**src/rtl/init_seq_pkg.sv**
```systemverilog
package init_seq_pkg;

  localparam int WORD_W = 18;

  typedef enum logic [1:0] {
    OP_HALT  = 2'b00,
    OP_RESET = 2'b01,
    OP_WRITE = 2'b10,
    OP_STOP  = 2'b11
  } opcode_t;

  typedef enum logic [2:0] {
    S_IDLE,
    S_FETCH,
    S_DECODE,
    S_RUN_RST,
    S_RUN_WR,
    S_DONE
  } seq_state_t;

  // Default bring-up program: 20000 units of reset hold, three register writes, stop.
  localparam int DEF_PROG_LEN = 8;
  localparam logic [DEF_PROG_LEN*WORD_W-1:0] DEF_PROGRAM = {
    {2'b00, 16'h0000},
    {2'b00, 16'h0000},
    {2'b00, 16'h0000},
    {2'b11, 16'h0000},
    {2'b10, 8'h03, 8'hC4},
    {2'b10, 8'h02, 8'h0F},
    {2'b10, 8'h01, 8'h80},
    {2'b01, 16'd20000}
  };

endpackage

```
**src/rtl/init_seq_rom.sv**
```systemverilog
module init_seq_rom #(
  parameter int W = 18,
  parameter int DEPTH = 8,
  parameter logic [W*DEPTH-1:0] CONTENTS = '0,
  localparam int AW = (DEPTH > 1) ? $clog2(DEPTH) : 1
) (
  input  logic          clk,
  input  logic [AW-1:0] addr,
  output logic [W-1:0]  q
);

  logic [W-1:0] mem [DEPTH];

  for (genvar i = 0; i < DEPTH; i++) begin : g_word
    assign mem[i] = CONTENTS[i*W +: W];
  end

  // Registered read: this is the fetch cycle.
  always_ff @(posedge clk) begin
    q <= mem[addr];
  end

endmodule

```
**src/rtl/init_seq_hold_timer.sv**
```systemverilog
module init_seq_hold_timer #(
  parameter int CNT_W = 20
) (
  input  logic             clk,
  input  logic             rst,
  input  logic             go,
  input  logic [CNT_W-1:0] load,
  output logic             active,
  output logic             fin
);

  logic [CNT_W-1:0] cnt;

  always_ff @(posedge clk) begin
    if (rst) begin
      active <= 1'b0;
      fin    <= 1'b0;
      cnt    <= '0;
    end else begin
      fin <= 1'b0;
      if (go) begin
        if (load == '0) begin
          fin <= 1'b1;
        end else begin
          active <= 1'b1;
          cnt    <= load;
        end
      end else if (active) begin
        if (cnt == CNT_W'(1)) begin
          active <= 1'b0;
          fin    <= 1'b1;
          cnt    <= '0;
        end else begin
          cnt <= cnt - 1'b1;
        end
      end
    end
  end

  // the hold output never stays on with an exhausted count
  assert_active_has_count_R4: assert property (@(posedge clk) disable iff (rst)
    active |-> (cnt != '0));

  // a completion pulse lasts one cycle
  assert_fin_single_R4: assert property (@(posedge clk) disable iff (rst)
    fin |=> !fin);

endmodule

```
**src/rtl/init_seq_strobe.sv**
```systemverilog
module init_seq_strobe #(
  parameter int LOW_CLKS = 6,
  parameter int HIGH_CLKS = 10,
  localparam int MAXC = (LOW_CLKS > HIGH_CLKS) ? LOW_CLKS : HIGH_CLKS,
  localparam int CW = $clog2(MAXC + 1) + 1
) (
  input  logic clk,
  input  logic rst,
  input  logic go,
  output logic wr_n,
  output logic fin
);

  logic          running;
  logic          in_low;
  logic [CW-1:0] cnt;

  always_ff @(posedge clk) begin
    if (rst) begin
      wr_n    <= 1'b1;
      fin     <= 1'b0;
      running <= 1'b0;
      in_low  <= 1'b0;
      cnt     <= '0;
    end else begin
      fin <= 1'b0;
      if (go && !running) begin
        wr_n    <= 1'b0;
        running <= 1'b1;
        in_low  <= 1'b1;
        cnt     <= CW'(LOW_CLKS);
      end else if (running) begin
        if (cnt == CW'(1)) begin
          if (in_low) begin
            wr_n   <= 1'b1;
            in_low <= 1'b0;
            cnt    <= CW'(HIGH_CLKS);
          end else begin
            running <= 1'b0;
            fin     <= 1'b1;
            cnt     <= '0;
          end
        end else begin
          cnt <= cnt - 1'b1;
        end
      end
    end
  end

  // Observation counters for the timing checks below
  logic [CW-1:0] low_run;
  logic [CW-1:0] high_run;
  logic          seen_low;

  always_ff @(posedge clk) begin
    if (rst) begin
      low_run  <= '0;
      high_run <= '0;
      seen_low <= 1'b0;
    end else begin
      if (!wr_n) begin
        seen_low <= 1'b1;
        if (low_run != '1) low_run <= low_run + 1'b1;
        high_run <= '0;
      end else begin
        low_run <= '0;
        if (high_run != '1) high_run <= high_run + 1'b1;
      end
    end
  end

  // strobe low for exactly the rounded-up low count
  assert_low_width_R5: assert property (@(posedge clk) disable iff (rst)
    (wr_n && $past(!wr_n)) |-> (low_run == CW'(LOW_CLKS)));

  // strobe recovery time before the next falling edge
  assert_high_gap_R6: assert property (@(posedge clk) disable iff (rst)
    (!wr_n && $past(wr_n) && seen_low) |-> (high_run >= CW'(HIGH_CLKS)));

endmodule

```
**src/rtl/init_seq_ctrl.sv**
```systemverilog
module init_seq_ctrl
  import init_seq_pkg::*;
#(
  parameter int CLK_NS = 10,
  parameter int WR_LOW_NS = 60,
  parameter int WR_HIGH_NS = 100,
  parameter int RST_TICK = 100,
  parameter int PROG_LEN = DEF_PROG_LEN,
  parameter logic [PROG_LEN*WORD_W-1:0] PROGRAM = DEF_PROGRAM
) (
  input  logic       clk,
  input  logic       rst,
  input  logic       start,
  output logic       periph_rst,
  output logic [7:0] reg_addr,
  output logic [7:0] reg_data,
  output logic       wr_n,
  output logic       busy,
  output logic       done
);

  localparam int LOW_RAW  = (WR_LOW_NS + CLK_NS - 1) / CLK_NS;
  localparam int HIGH_RAW = (WR_HIGH_NS + CLK_NS - 1) / CLK_NS;
  localparam int LOW_CLKS  = (LOW_RAW < 1) ? 1 : LOW_RAW;
  localparam int HIGH_CLKS = (HIGH_RAW < 1) ? 1 : HIGH_RAW;
  localparam int PC_W  = (PROG_LEN > 1) ? $clog2(PROG_LEN) : 1;
  localparam int CNT_W = 16 + $clog2(RST_TICK + 1);
  localparam logic [PC_W-1:0] LAST_PC = PC_W'(PROG_LEN - 1);

  seq_state_t        st;
  logic [PC_W-1:0]   pc;
  logic [WORD_W-1:0] word;
  opcode_t           op;
  logic              tmr_go;
  logic              tmr_fin;
  logic              stb_go;
  logic              stb_fin;
  logic [CNT_W-1:0]  hold_len;

  init_seq_rom #(.W(WORD_W), .DEPTH(PROG_LEN), .CONTENTS(PROGRAM)) u_rom (
    .clk (clk),
    .addr(pc),
    .q   (word)
  );

  assign op       = opcode_t'(word[17:16]);
  assign hold_len = CNT_W'(word[15:0]) * CNT_W'(RST_TICK);
  assign tmr_go   = (st == S_DECODE) && (op == OP_RESET);
  assign stb_go   = (st == S_DECODE) && (op == OP_WRITE);

  init_seq_hold_timer #(.CNT_W(CNT_W)) u_hold (
    .clk   (clk),
    .rst   (rst),
    .go    (tmr_go),
    .load  (hold_len),
    .active(periph_rst),
    .fin   (tmr_fin)
  );

  init_seq_strobe #(.LOW_CLKS(LOW_CLKS), .HIGH_CLKS(HIGH_CLKS)) u_strobe (
    .clk (clk),
    .rst (rst),
    .go  (stb_go),
    .wr_n(wr_n),
    .fin (stb_fin)
  );

  always_ff @(posedge clk) begin
    if (rst) begin
      st       <= S_IDLE;
      pc       <= '0;
      busy     <= 1'b0;
      done     <= 1'b0;
      reg_addr <= '0;
      reg_data <= '0;
    end else begin
      unique case (st)
        S_IDLE, S_DONE: begin
          if (start) begin
            pc   <= '0;
            busy <= 1'b1;
            done <= 1'b0;
            st   <= S_FETCH;
          end
        end
        S_FETCH: st <= S_DECODE;
        S_DECODE: begin
          case (op)
            OP_RESET: st <= S_RUN_RST;
            OP_WRITE: begin
              reg_addr <= word[15:8];
              reg_data <= word[7:0];
              st       <= S_RUN_WR;
            end
            default: begin
              st   <= S_DONE;
              done <= 1'b1;
              busy <= 1'b0;
            end
          endcase
        end
        S_RUN_RST, S_RUN_WR: begin
          if ((st == S_RUN_RST && tmr_fin) || (st == S_RUN_WR && stb_fin)) begin
            if (pc == LAST_PC) begin
              st   <= S_DONE;
              done <= 1'b1;
              busy <= 1'b0;
            end else begin
              pc <= pc + 1'b1;
              st <= S_FETCH;
            end
          end
        end
        default: st <= S_IDLE;
      endcase
    end
  end

  // address and data held while the strobe is low
  assert_bus_stable_R5: assert property (@(posedge clk) disable iff (rst)
    (!wr_n && $past(!wr_n)) |-> ($stable(reg_addr) && $stable(reg_data)));

  // peripheral reset only during a reset-hold instruction
  assert_rst_only_in_hold_R10: assert property (@(posedge clk) disable iff (rst)
    periph_rst |-> (busy && st == S_RUN_RST));

  // finished means not busy and the bus quiet
  assert_done_quiet_R7: assert property (@(posedge clk) disable iff (rst)
    done |-> (!busy && wr_n && !periph_rst));

  // a start while running does not move the program pointer back
  assert_start_ignored_R2: assert property (@(posedge clk) disable iff (rst)
    (busy && start && st != S_RUN_RST && st != S_RUN_WR) |=> (st != S_FETCH || pc == $past(pc)));

  // the strobe falls only while a write executes
  assert_strobe_in_write_R5: assert property (@(posedge clk) disable iff (rst)
    !wr_n |-> (st == S_RUN_WR));

endmodule

```
**config.mk**
```make
export PLATFORM = sky130hd
export DESIGN_NAME = init_seq_ctrl
export DESIGN_NICKNAME = d
export VERILOG_FILES = /design/src/rtl/init_seq_pkg.sv /design/src/rtl/init_seq_rom.sv /design/src/rtl/init_seq_hold_timer.sv /design/src/rtl/init_seq_strobe.sv /design/src/rtl/init_seq_ctrl.sv
export SDC_FILE = /design/constraint.sdc
export NUM_CORES = 1
export LEC_CHECK = 0
export ABC_AREA = 0
export CORE_MARGIN = 2
export CORE_UTILIZATION = 55
export DETAILED_ROUTE_END_ITERATION = 6
export DONT_BUFFER_PORTS = 1
export PLACE_DENSITY = 0.76
export SLEW_MARGIN = 20
export SYNTH_ARGS = -nofsm -noshare
export SYNTH_HDL_FRONTEND = slang
export SYNTH_SLANG_ARGS = --single-unit
```
**constraint.sdc**
```tcl
create_clock -name clk -period 4 [get_ports clk]
set_clock_uncertainty 0.2 [all_clocks]
set_input_delay 0.4 -clock clk [delete_from_list [all_inputs] [get_ports clk]]
set_output_delay 0.4 -clock clk [all_outputs]
set_load 0.01 [all_outputs]
```
==> results of run 1 <==
metrics by stage:
stage	std cells	utilization [%]	setup slack [ps]
2_1_floorplan	522	-	15.34
3_3_place_gp	609	58.41	-28.49
3_5_place_dp	609	58.41	-76.89
4_1_cts	619	60.08	10.95
5_1_grt	620	60.63	-21.81
6_report	620	60.63	151.3
what timing repair did:
item,CTS,global route
resized for setup,1,11
hold buffers,2,0
pin swaps,0,4
setup buffers,0,1
endpoints found under the setup margin,13,23
hold endpoints to repair,36,0
layout by cell type (no fill, tap or decap), drive strengths merged, types with 6 or more instances in the layout:
cell type and count:
ha 36, nor4 9, buf 22, o31ai 7, o211ai 11, clkbuf 6
o21ai 29, xnor2 7, nand2b 6, nand2 54, nor2 44, dfxtp 56
inv 25, a21oi 46, mux2i 7, xor2 9, nor3 27, nor2b 7
nand3 17, a211oi 8
per-layer routing:
metal	vias to the layer above	global-route usage [%]	share of wire (%)
li1	1875	-	-
met1	1826	32.63	43
met2	156	42.61	48
met3	23	4.174	6.9
met4	0	9.231	2.1
met5	-	0	0
area by class of cell:
class,instances,area (µm²)
Multi-Input combinational cell,410,2755
Inverter,24,90.09
Sequential cell,56,1127
Fill cell,648,2840
Clock inverter,2,13.76
Timing Repair Buffer,23,191.4
Clock buffer,6,72.57
Tap cell,99,123.9
cells by family after synthesis:
logic type / after synthesis / synth area share, %
AOI/OAI and AO/OA: 148 / 23.83
DFF: 56 / 27.38
muxes: 8 / 1.986
and+or+nand+nor: 194 / 24.05
buffers and inverters: 56 / 6.294
adders and majority gates: 40 / 12.95
xor gates and xnor gates: 16 / 3.422
other: 1 / 0.09157
power groups by stage:
stage               clock [mW]  sequential (mW)  combinational [mW]
detailed placement           0            0.777                1.14
floorplan                    0            0.743               0.889
global placement             0            0.773                1.11
CTS                      0.314            0.765                1.16
finish                   0.312            0.771                1.19
global route             0.336            0.789                1.32
worst max path at each step:
stage	slack [ps]	depth (start not counted)	endpoint
floorplan	20	14	u_hold.cnt[19]$_SDFFE_PP0P_
global placement	-30	13	u_hold.cnt[14]$_SDFFE_PP0P_
detailed placement	-80	13	u_hold.cnt[14]$_SDFFE_PP0P_
CTS	10	12	u_hold.cnt[12]$_SDFFE_PP0P_
global route	-20	13	u_hold.cnt[21]$_SDFFE_PP0P_
finish	150	11	u_hold.cnt[4]$_SDFFE_PP0P_
state kept, by name, indices dropped and copies added, names as in the netlist:
signal	cells
u_rom.q	8
u_strobe.fin	1
reg_addr	2
u_hold.cnt	23
pc	3
u_hold.active	1
done	1
reg_data	4
busy	1
st	3
u_strobe.wr_n	1
u_strobe.running	1
u_strobe.in_low	1
u_hold.fin	1
u_strobe.cnt	5
critical path: stages, from the launching register on:
cell	delay [ps]
dfxtp_2	350
ha_1	200
fa_1	430
ha_1	290
ha_2	380
o211ai_1	160
nor3_4	300
o311ai_2	170
or2_2	350
or4_4	630
a21oi_1	190
a211oi_1	60
synthesized netlist by cell type, drive strengths merged, types with 4 or more instances:
cell	n	area, µm²
xor2	9	78.83
a31o	4	35.03
xnor2	7	61.31
nor2	44	167.7
nor4	9	86.33
clkbuf	19	71.32
buf	13	96.34
dfxtp	56	1121
nor2b	7	43.79
nor3	27	140.1
o211ai	11	82.58
a31oi	5	31.28
ha	36	450.4
nand2b	6	37.54
o21ai	29	145.1
fa	4	80.08
a22oi	4	30.03
a211oi	8	65.06
a21oi	46	230.2
mux2i	7	70.07
nand3	17	85.08
o31ai	7	52.55
inv	24	90.09
and3	5	31.28
nand2	54	210.2
==> impl_metrics.json, run 1 <==
{
  "nets": 563,
  "seq_area_frac_synth_pct": 27.38,
  "status": "completed",
  "cp_data_arrival_time_ps": 3830,
  "placed_area_mm2": 0.004214,
  "cts_tree": "yes",
  "numCtsBuffers": 5,
  "report.final.slew_viol_count": 0,
  "fmax_mhz": 259.8,
  "start_kind": "register",
  "path_class": "reg2reg",
  "clock_power_share_pct": 13.8,
  "clk_pin_slew_worst_paths_ps": 100,
  "pwr-share-seq_pct": 34.0,
  "via_per_inst": 6.258,
  "num_vias": 3880,
  "setup_viol": 0,
  "hold_ws_ps": 57.36,
  "cap_violations": 0,
  "ys_ff_latch": 56,
  "dpl.hpwl_mm": 7.476,
  "ant_nets": 0,
  "synth_ff_type": "dfxtp_1",
  "route.detailed.drc": 0,
  "leakagePower_nw": 1.785,
  "core-area_mm2": 0.007214,
  "antenna_found_initial": 0,
  "root_buffer": "clkbuf_8",
  "grt_pass1_vias": 3676,
  "die_w_um": 90.29,
  "fin_crit_ps": 3849,
  "cp-end-kind": "register",
  "die-area_mm2": 0.008152,
  "hold_path_depth": 2,
  "critical_path.max_fanout": 10,
  "cts.path.max_buffers": 2,
  "min_path_type": "in2reg",
  "ys_types": 70,
  "async_flop_share_pct": 0,
  "grt_pass1_wl_mm": 17.19,
  "ys_warn_count": 0,
  "wl_per_cell_um": 16.48,
  "slew_headroom_pct": 32.74,
  "worst_ir_drop_vdd_mv": 0.2680,
  "switching_share_pct": 45.12,
  "cp-startpoint": "u_rom.q[14]$_SDFF_PP0_",
  "clock_sinks": 56,
  "num_rows": 31,
  "grt_max_degree": 37,
  "diodes": 0,
  "r2r_start": "u_rom.q[14]$_SDFF_PP0_",
  "drtIter0Drc": 268,
  "drive_gt1_share_pct": 11.52,
  "critPathRequiredTime_ps": 3980,
  "synth_cells": 519,
  "syn_area_per_cell_um2": 7.891,
  "holdPathEnd": "u_hold.cnt[8]$_SDFFE_PP0P_",
  "track_usage_pct": 25.27,
  "start_util_pct": 56.76,
  "numPortBuffers": 0,
  "power_mw": 2.269,
  "hold_viol": 0,
  "htree_num_levels": 2,
  "overflow": 0,
  "drt-pass1-iter-count": 5,
  "worst_pin_slew_ps": 1009,
  "r2r-end": "u_hold.cnt[4]$_SDFFE_PP0P_",
  "hold_start": "rst",
  "design_area_mm2": 0.004374,
  "die_h_um": 90.29,
  "routabilityCongestion": 0.9370,
  "r2r_setup_slack_ps": 150,
  "syn_area_mm2": 0.004095,
  "ios": 23,
  "combPwrFrac_pct": 52.2,
  "reg2regPathDepth": 11,
  "p_sw_mw": 1.024,
  "syn_to_final_growth_pct": 6.813,
  "wirelength_mm": 10.22,
  "power.internal_mw": 1.245,
  "synth-edff-count": 0,
  "insertion_delay_ps": 320,
  "cellPowerDensity_mw_per_mm2": 518.8,
  "timing.final.crit_share_pct": 96.22,
  "setup-tns-final_ps": 0
}
(Power assumes the default switching activity.)
==> run 2, diff against run 1 <==
--- a/config.mk
+++ b/config.mk
@@ -7,10 +7,11 @@
 export LEC_CHECK = 0
 export ABC_AREA = 0
 export CORE_MARGIN = 2
-export CORE_UTILIZATION = 55
+export CORE_UTILIZATION = 58
+export CTS_CLUSTER_DIAMETER = 200
 export DETAILED_ROUTE_END_ITERATION = 6
 export DONT_BUFFER_PORTS = 1
-export PLACE_DENSITY = 0.76
+export PLACE_DENSITY = 0.79
 export SLEW_MARGIN = 20
 export SYNTH_ARGS = -nofsm -noshare
 export SYNTH_HDL_FRONTEND = slang
==> run 2 against run 1 <==
Against the previous run: sequential power barely moved; combinational power barely moved; count of clock-buffer cells in the layout fell by 1; global-route usage rose by 2.5 points; utilization rose by 4.7 points; cell count fell by 0.16%.
==> impl_metrics.json, run 2 (synthesis results as in run 1) <==
{
  "nets": 565,
  "critical_path.slowest_cell": "fa_1",
  "via_per_inst": 6.420,
  "grt_pass1_wl_mm": 17.21,
  "regMostFlops": "u_hold.cnt",
  "design_area_mm2": 0.004466,
  "drt-pass1-iter-count": 5,
  "reg2regPathDepth": 17,
  "wirelength_mm": 10.46,
  "clock_sinks": 56,
  "r2r_setup_slack_ps": 140,
  "power_mw": 2.368,
  "report.final.slew_viol_count": 0,
  "cap_violations": 0,
  "wl_per_cell_um": 16.90,
  "clk_pin_slew_worst_paths_ps": 110,
  "hold_viol": 0,
  "cellPowerDensity_mw_per_mm2": 530.3,
  "path_cells": "inv_1 -> ha_1 -> xor2_1 -> ha_1 -> ha_2 -> inv_1 -> fa_1 -> nand2b_4 -> a21oi_2 -> buf_4 -> o41a_2 -> o211ai_1 -> buf_4 -> nor4_4 -> buf_6 -> nor4_1 -> a31o_2",
  "die_w_um": 88.03,
  "routabilityCongestion": 0.9123,
  "mostFrequentLayoutCell": "nand2_1",
  "min_path_type": "in2reg",
  "max_stage_delay_ps": 410,
  "largest_reg_flops": 23,
  "route.detailed.drc": 0,
  "num_rows": 30,
  "cp-startpoint": "u_rom.q[3]$_SDFF_PP0_",
  "cts.path.max_buffers": 2,
  "leakagePower_nw": 1.818,
  "fin_util_pct": 65.37,
  "final_cell_mix": "53 x nand2_1, 51 x dfxtp_1, 43 x a21oi_1",
  "worst_ir_drop_vdd_mv": 0.2410,
  "antenna_found_initial": 0,
  "dp_cells": 607,
  "start_util_pct": 59.95,
  "layout.cells.non_filler": 619,
  "dpl.hpwl_mm": 7.409,
  "setup-tns-final_ps": 0,
  "track_usage_pct": 27.81,
  "reg.largest.list": "u_hold.cnt: 23 flops, u_rom.q: 8 flops, u_strobe.cnt: 5 flops",
  "htree_num_levels": 2,
  "critPathRequiredTime_ps": 4030,
  "status": "completed",
  "cts_tree": "yes",
  "grt_max_degree": 38,
  "start_kind": "register",
  "setup_ws_ps": 136.4,
  "worst_pin_slew_ps": 1015,
  "grt_pass1_vias": 3678,
  "ios": 23,
  "insertion_delay_ps": 330,
  "drtIter0Drc": 390,
  "setup_viol": 0,
  "die_h_um": 88.03,
  "numCtsBuffers": 5,
  "cp-end-kind": "register",
  "num_vias": 3974,
  "r2r_start": "u_rom.q[3]$_SDFF_PP0_",
  "dpl_worst_slack_ps": -110.9,
  "critical_path.max_fanout": 8,
  "ant_nets": 0,
  "root_buffer": "clkbuf_8",
  "syn_to_final_growth_pct": 9.044,
  "drive_gt1_share_pct": 13.58,
  "cp_data_arrival_time_ps": 3900,
  "hold_ws_ps": 29.92,
  "numPortBuffers": 0,
  "slew_headroom_pct": 31.84,
  "core-area_mm2": 0.006832,
  "overflow": 0,
  "fin_crit_ps": 3864,
  "placed_area_mm2": 0.004218,
  "path_class": "reg2reg",
  "crit_end": "u_hold.cnt[13]$_SDFFE_PP0P_",
  "die-area_mm2": 0.007748,
  "diodes": 0,
  "fmax_mhz": 258.8,
  "timing.final.crit_share_pct": 96.59,
  "nFillCells": 589,
  "r2r-end": "u_hold.cnt[13]$_SDFFE_PP0P_"
}
## run 2: worst max-delay path: cells and delay by family, from the launching register on
family,cells,cell delay [ps]
DFF,1,370
and+or+nand+nor,3,600
AOI/OAI and AO/OA,4,690
xor gates and xnor gates,1,160
buffers and inverters,5,660
adders and majority gates,4,1100
## run 2: what timing repair did
item                                    4_1_cts  5_1_grt
hold endpoints to repair                     37        0
pin swaps                                     0        8
setup buffers                                 0        2
endpoints found under the setup margin       13       22
gates resized for setup                       1       21
hold buffers                                  1        0
gates cloned                                  0        1
## run 2: worst min-delay path by stage
stage / endpoint / start / slack [ps] / depth (start not counted)
finish: u_hold.cnt[8]$_SDFFE_PP0P_ / rst / 30 / 2
global route: u_hold.cnt[8]$_SDFFE_PP0P_ / rst / 40 / 2
CTS: u_hold.cnt[8]$_SDFFE_PP0P_ / rst / 30 / 2
detailed placement: u_hold.cnt[7]$_SDFFE_PP0P_ / rst / 280 / 1
global placement: u_hold.cnt[16]$_SDFFE_PP0P_ / u_hold.cnt[16]$_SDFFE_PP0P_ / 270 / 2
floorplan: u_hold.cnt[5]$_SDFFE_PP0P_ / u_hold.cnt[5]$_SDFFE_PP0P_ / 260 / 2
## run 2: routing by layer
metal	global-route usage, %	vias to the layer above	wire length (µm)
met5	0	-	0
met4	9.366	0	291
met3	4.995	35	834
met2	46.76	205	4975
met1	36.11	1846	4359
li1	-	1888	-
## run 2: where the power goes
| part | switching, mW | internal [mW] | total [mW] |
|---|---|---|---|
| sequential | 0.118 | 0.650 | 0.769 |
| combinational | 0.724 | 0.481 | 1.20 |
| clock | 0.205 | 0.190 | 0.395 |
| total | 1.05 | 1.32 | 2.37 |
## run 2: cell type report
| cell class | instances | area (µm²) | area share (%) |
|---|---|---|---|
| Inverter | 24 | 90.09 | 2.017 |
| Sequential cell | 56 | 1130 | 25.30 |
| Clock buffer | 5 | 68.82 | 1.541 |
| Multi-Input combinational cell | 411 | 2814 | 63.01 |
| Timing Repair Buffer | 24 | 196.4 | 4.399 |
| Tap cell | 96 | 120.1 | 2.690 |
| Clock inverter | 3 | 46.29 | 1.037 |
==> run 3, diff against run 2 <==
--- a/config.mk
+++ b/config.mk
@@ -11,6 +11,7 @@
 export CTS_CLUSTER_DIAMETER = 200
 export DETAILED_ROUTE_END_ITERATION = 6
 export DONT_BUFFER_PORTS = 1
+export HOLD_SLACK_MARGIN = 0.08
 export PLACE_DENSITY = 0.79
 export SLEW_MARGIN = 20
 export SYNTH_ARGS = -nofsm -noshare
==> run 3 against run 2 <==
Against the previous run: the flow now finishes with violations (DRC); global-route usage did not move; critical path depth shrank 1; first-iteration DRC count increased by 3.1%; design area stayed put; clock power hardly changed; die area is the same; register-to-register slack is essentially flat; sequential power is essentially flat; worst setup slack better by 1.9 ps; highest routed layer unchanged.
==> impl_metrics.json, run 3 (synthesis results as in run 1) <==
{
  "timing.final.crit_share_pct": 96.54,
  "hold_viol": 0,
  "slew_headroom_pct": 31.89,
  "largest_reg_flops": 23,
  "fin_crit_ps": 3862,
  "cts.path.max_buffers": 2,
  "worst_pin_slew_ps": 1014,
  "cp-end-kind": "register",
  "grt_pass1_vias": 3675,
  "start_kind": "register",
  "violations": "DRC",
  "fin_util_pct": 65.37,
  "fmax_mhz": 259.0,
  "via_per_inst": 6.415,
  "drt-pass1-iter-count": 7,
  "setup_viol": 0,
  "wirelength_mm": 10.45,
  "cts_tree": "yes",
  "wl_per_cell_um": 16.88,
  "design_area_mm2": 0.004466,
  "regMostFlops": "u_hold.cnt",
  "htree_num_levels": 2,
  "hold_ws_ps": 81.71,
  "die_w_um": 88.03,
  "clk_pin_slew_worst_paths_ps": 110,
  "syn_to_final_growth_pct": 9.044,
  "power_mw": 2.369,
  "die-area_mm2": 0.007748,
  "track_usage_pct": 27.81,
  "critPathRequiredTime_ps": 4030,
  "placed_area_mm2": 0.004218,
  "path_class": "reg2reg",
  "core-area_mm2": 0.006832,
  "final_cell_mix": "53 x nand2_1, 51 x dfxtp_1, 43 x a21oi_1",
  "grt_pass1_wl_mm": 17.20,
  "mostFrequentLayoutCell": "nand2_1",
  "cellPowerDensity_mw_per_mm2": 530.5,
  "numCtsBuffers": 5,
  "route.detailed.drc": 1,
  "drive_gt1_share_pct": 13.58,
  "status": "finished, violations left",
  "ios": 23,
  "insertion_delay_ps": 330,
  "min_path_type": "in2reg",
  "antenna_found_initial": 0,
  "nets": 565,
  "cp_data_arrival_time_ps": 3900,
  "cap_violations": 0,
  "leakagePower_nw": 1.818,
  "grt_max_degree": 39,
  "start_util_pct": 59.95,
  "diodes": 0,
  "die_h_um": 88.03,
  "num_vias": 3971,
  "clock_sinks": 56,
  "ant_nets": 0,
  "dpl.hpwl_mm": 7.409,
  "numPortBuffers": 0,
  "reg.largest.list": "u_hold.cnt: 23 flops, u_rom.q: 8 flops, u_strobe.cnt: 5 flops",
  "routabilityCongestion": 0.9123,
  "critical_path.max_fanout": 8,
  "setup-tns-final_ps": 0,
  "num_rows": 30,
  "overflow": 0,
  "worst_ir_drop_vdd_mv": 0.2414,
  "r2r_setup_slack_ps": 140,
  "report.final.slew_viol_count": 0,
  "root_buffer": "clkbuf_8",
  "drtIter0Drc": 402
}
## run 3: layout make-up
type	count	area, µm²
flip-flops and latches	56	1130
clock buffers	5	68.82
well taps	96	120.1
fillers	589	2366
clock inverters	3	46.29
repair buffers	24	196.4
multi-input cells	411	2814
inverters	24	90.09
## run 3: metal layers
layer	vias up	global-route usage, %	wire length [µm]
li1	1891	-	-
met1	1854	36.11	4462
met2	187	46.49	4923
met3	39	5.184	741
met4	0	9.642	324
met5	-	0	0
## run 3: worst paths after layout
kind / end / startpoint / depth (start not counted)
worst min-delay path: u_hold.cnt[1]$_SDFFE_PP0P_ / rst / 3
worst max-delay path: u_hold.cnt[13]$_SDFFE_PP0P_ / u_rom.q[3]$_SDFF_PP0_ / 16
worst max register to register: u_hold.cnt[13]$_SDFFE_PP0P_ / u_rom.q[3]$_SDFF_PP0_ / 16
worst min register to register: reg_data[5]$_SDFFE_PP0P_ / u_rom.q[14]$_SDFF_PP0_ / 2
## run 3: through the flow
step / std cells / setup WS (ps)
global route: 619 / -64.28
finish: 619 / 138.3
CTS: 616 / 35.27
detailed placement: 607 / -110.9
floorplan: 522 / 15.34
global placement: 607 / 24.17
## run 3: worst max-delay path, cell delays in order, from the launching register on
cell and delay (ps):
dfxtp_2 370, inv_1 60, ha_1 320, xor2_1 160, ha_1 170, ha_2 200
inv_1 60, fa_1 410, nand2b_4 180, a21oi_2 170, o21ai_0 120, a2111o_1 440
buf_4 180, nor4_4 220, buf_6 190, nor4_1 70, a31o_2 240
## run 3: where the power goes
part | internal [mW] | switching [mW]
Sequential | 0.650 | 0.118
Clock | 0.190 | 0.206
Combinational | 0.481 | 0.723
## run 3: timing repair
item	4_1_cts	5_1_grt
cloned	0	1
setup endpoints to repair	13	22
pin swaps	0	8
hold buffers	1	0
setup buffers	0	2
endpoints found under the hold margin	38	0
resized for setup	1	21
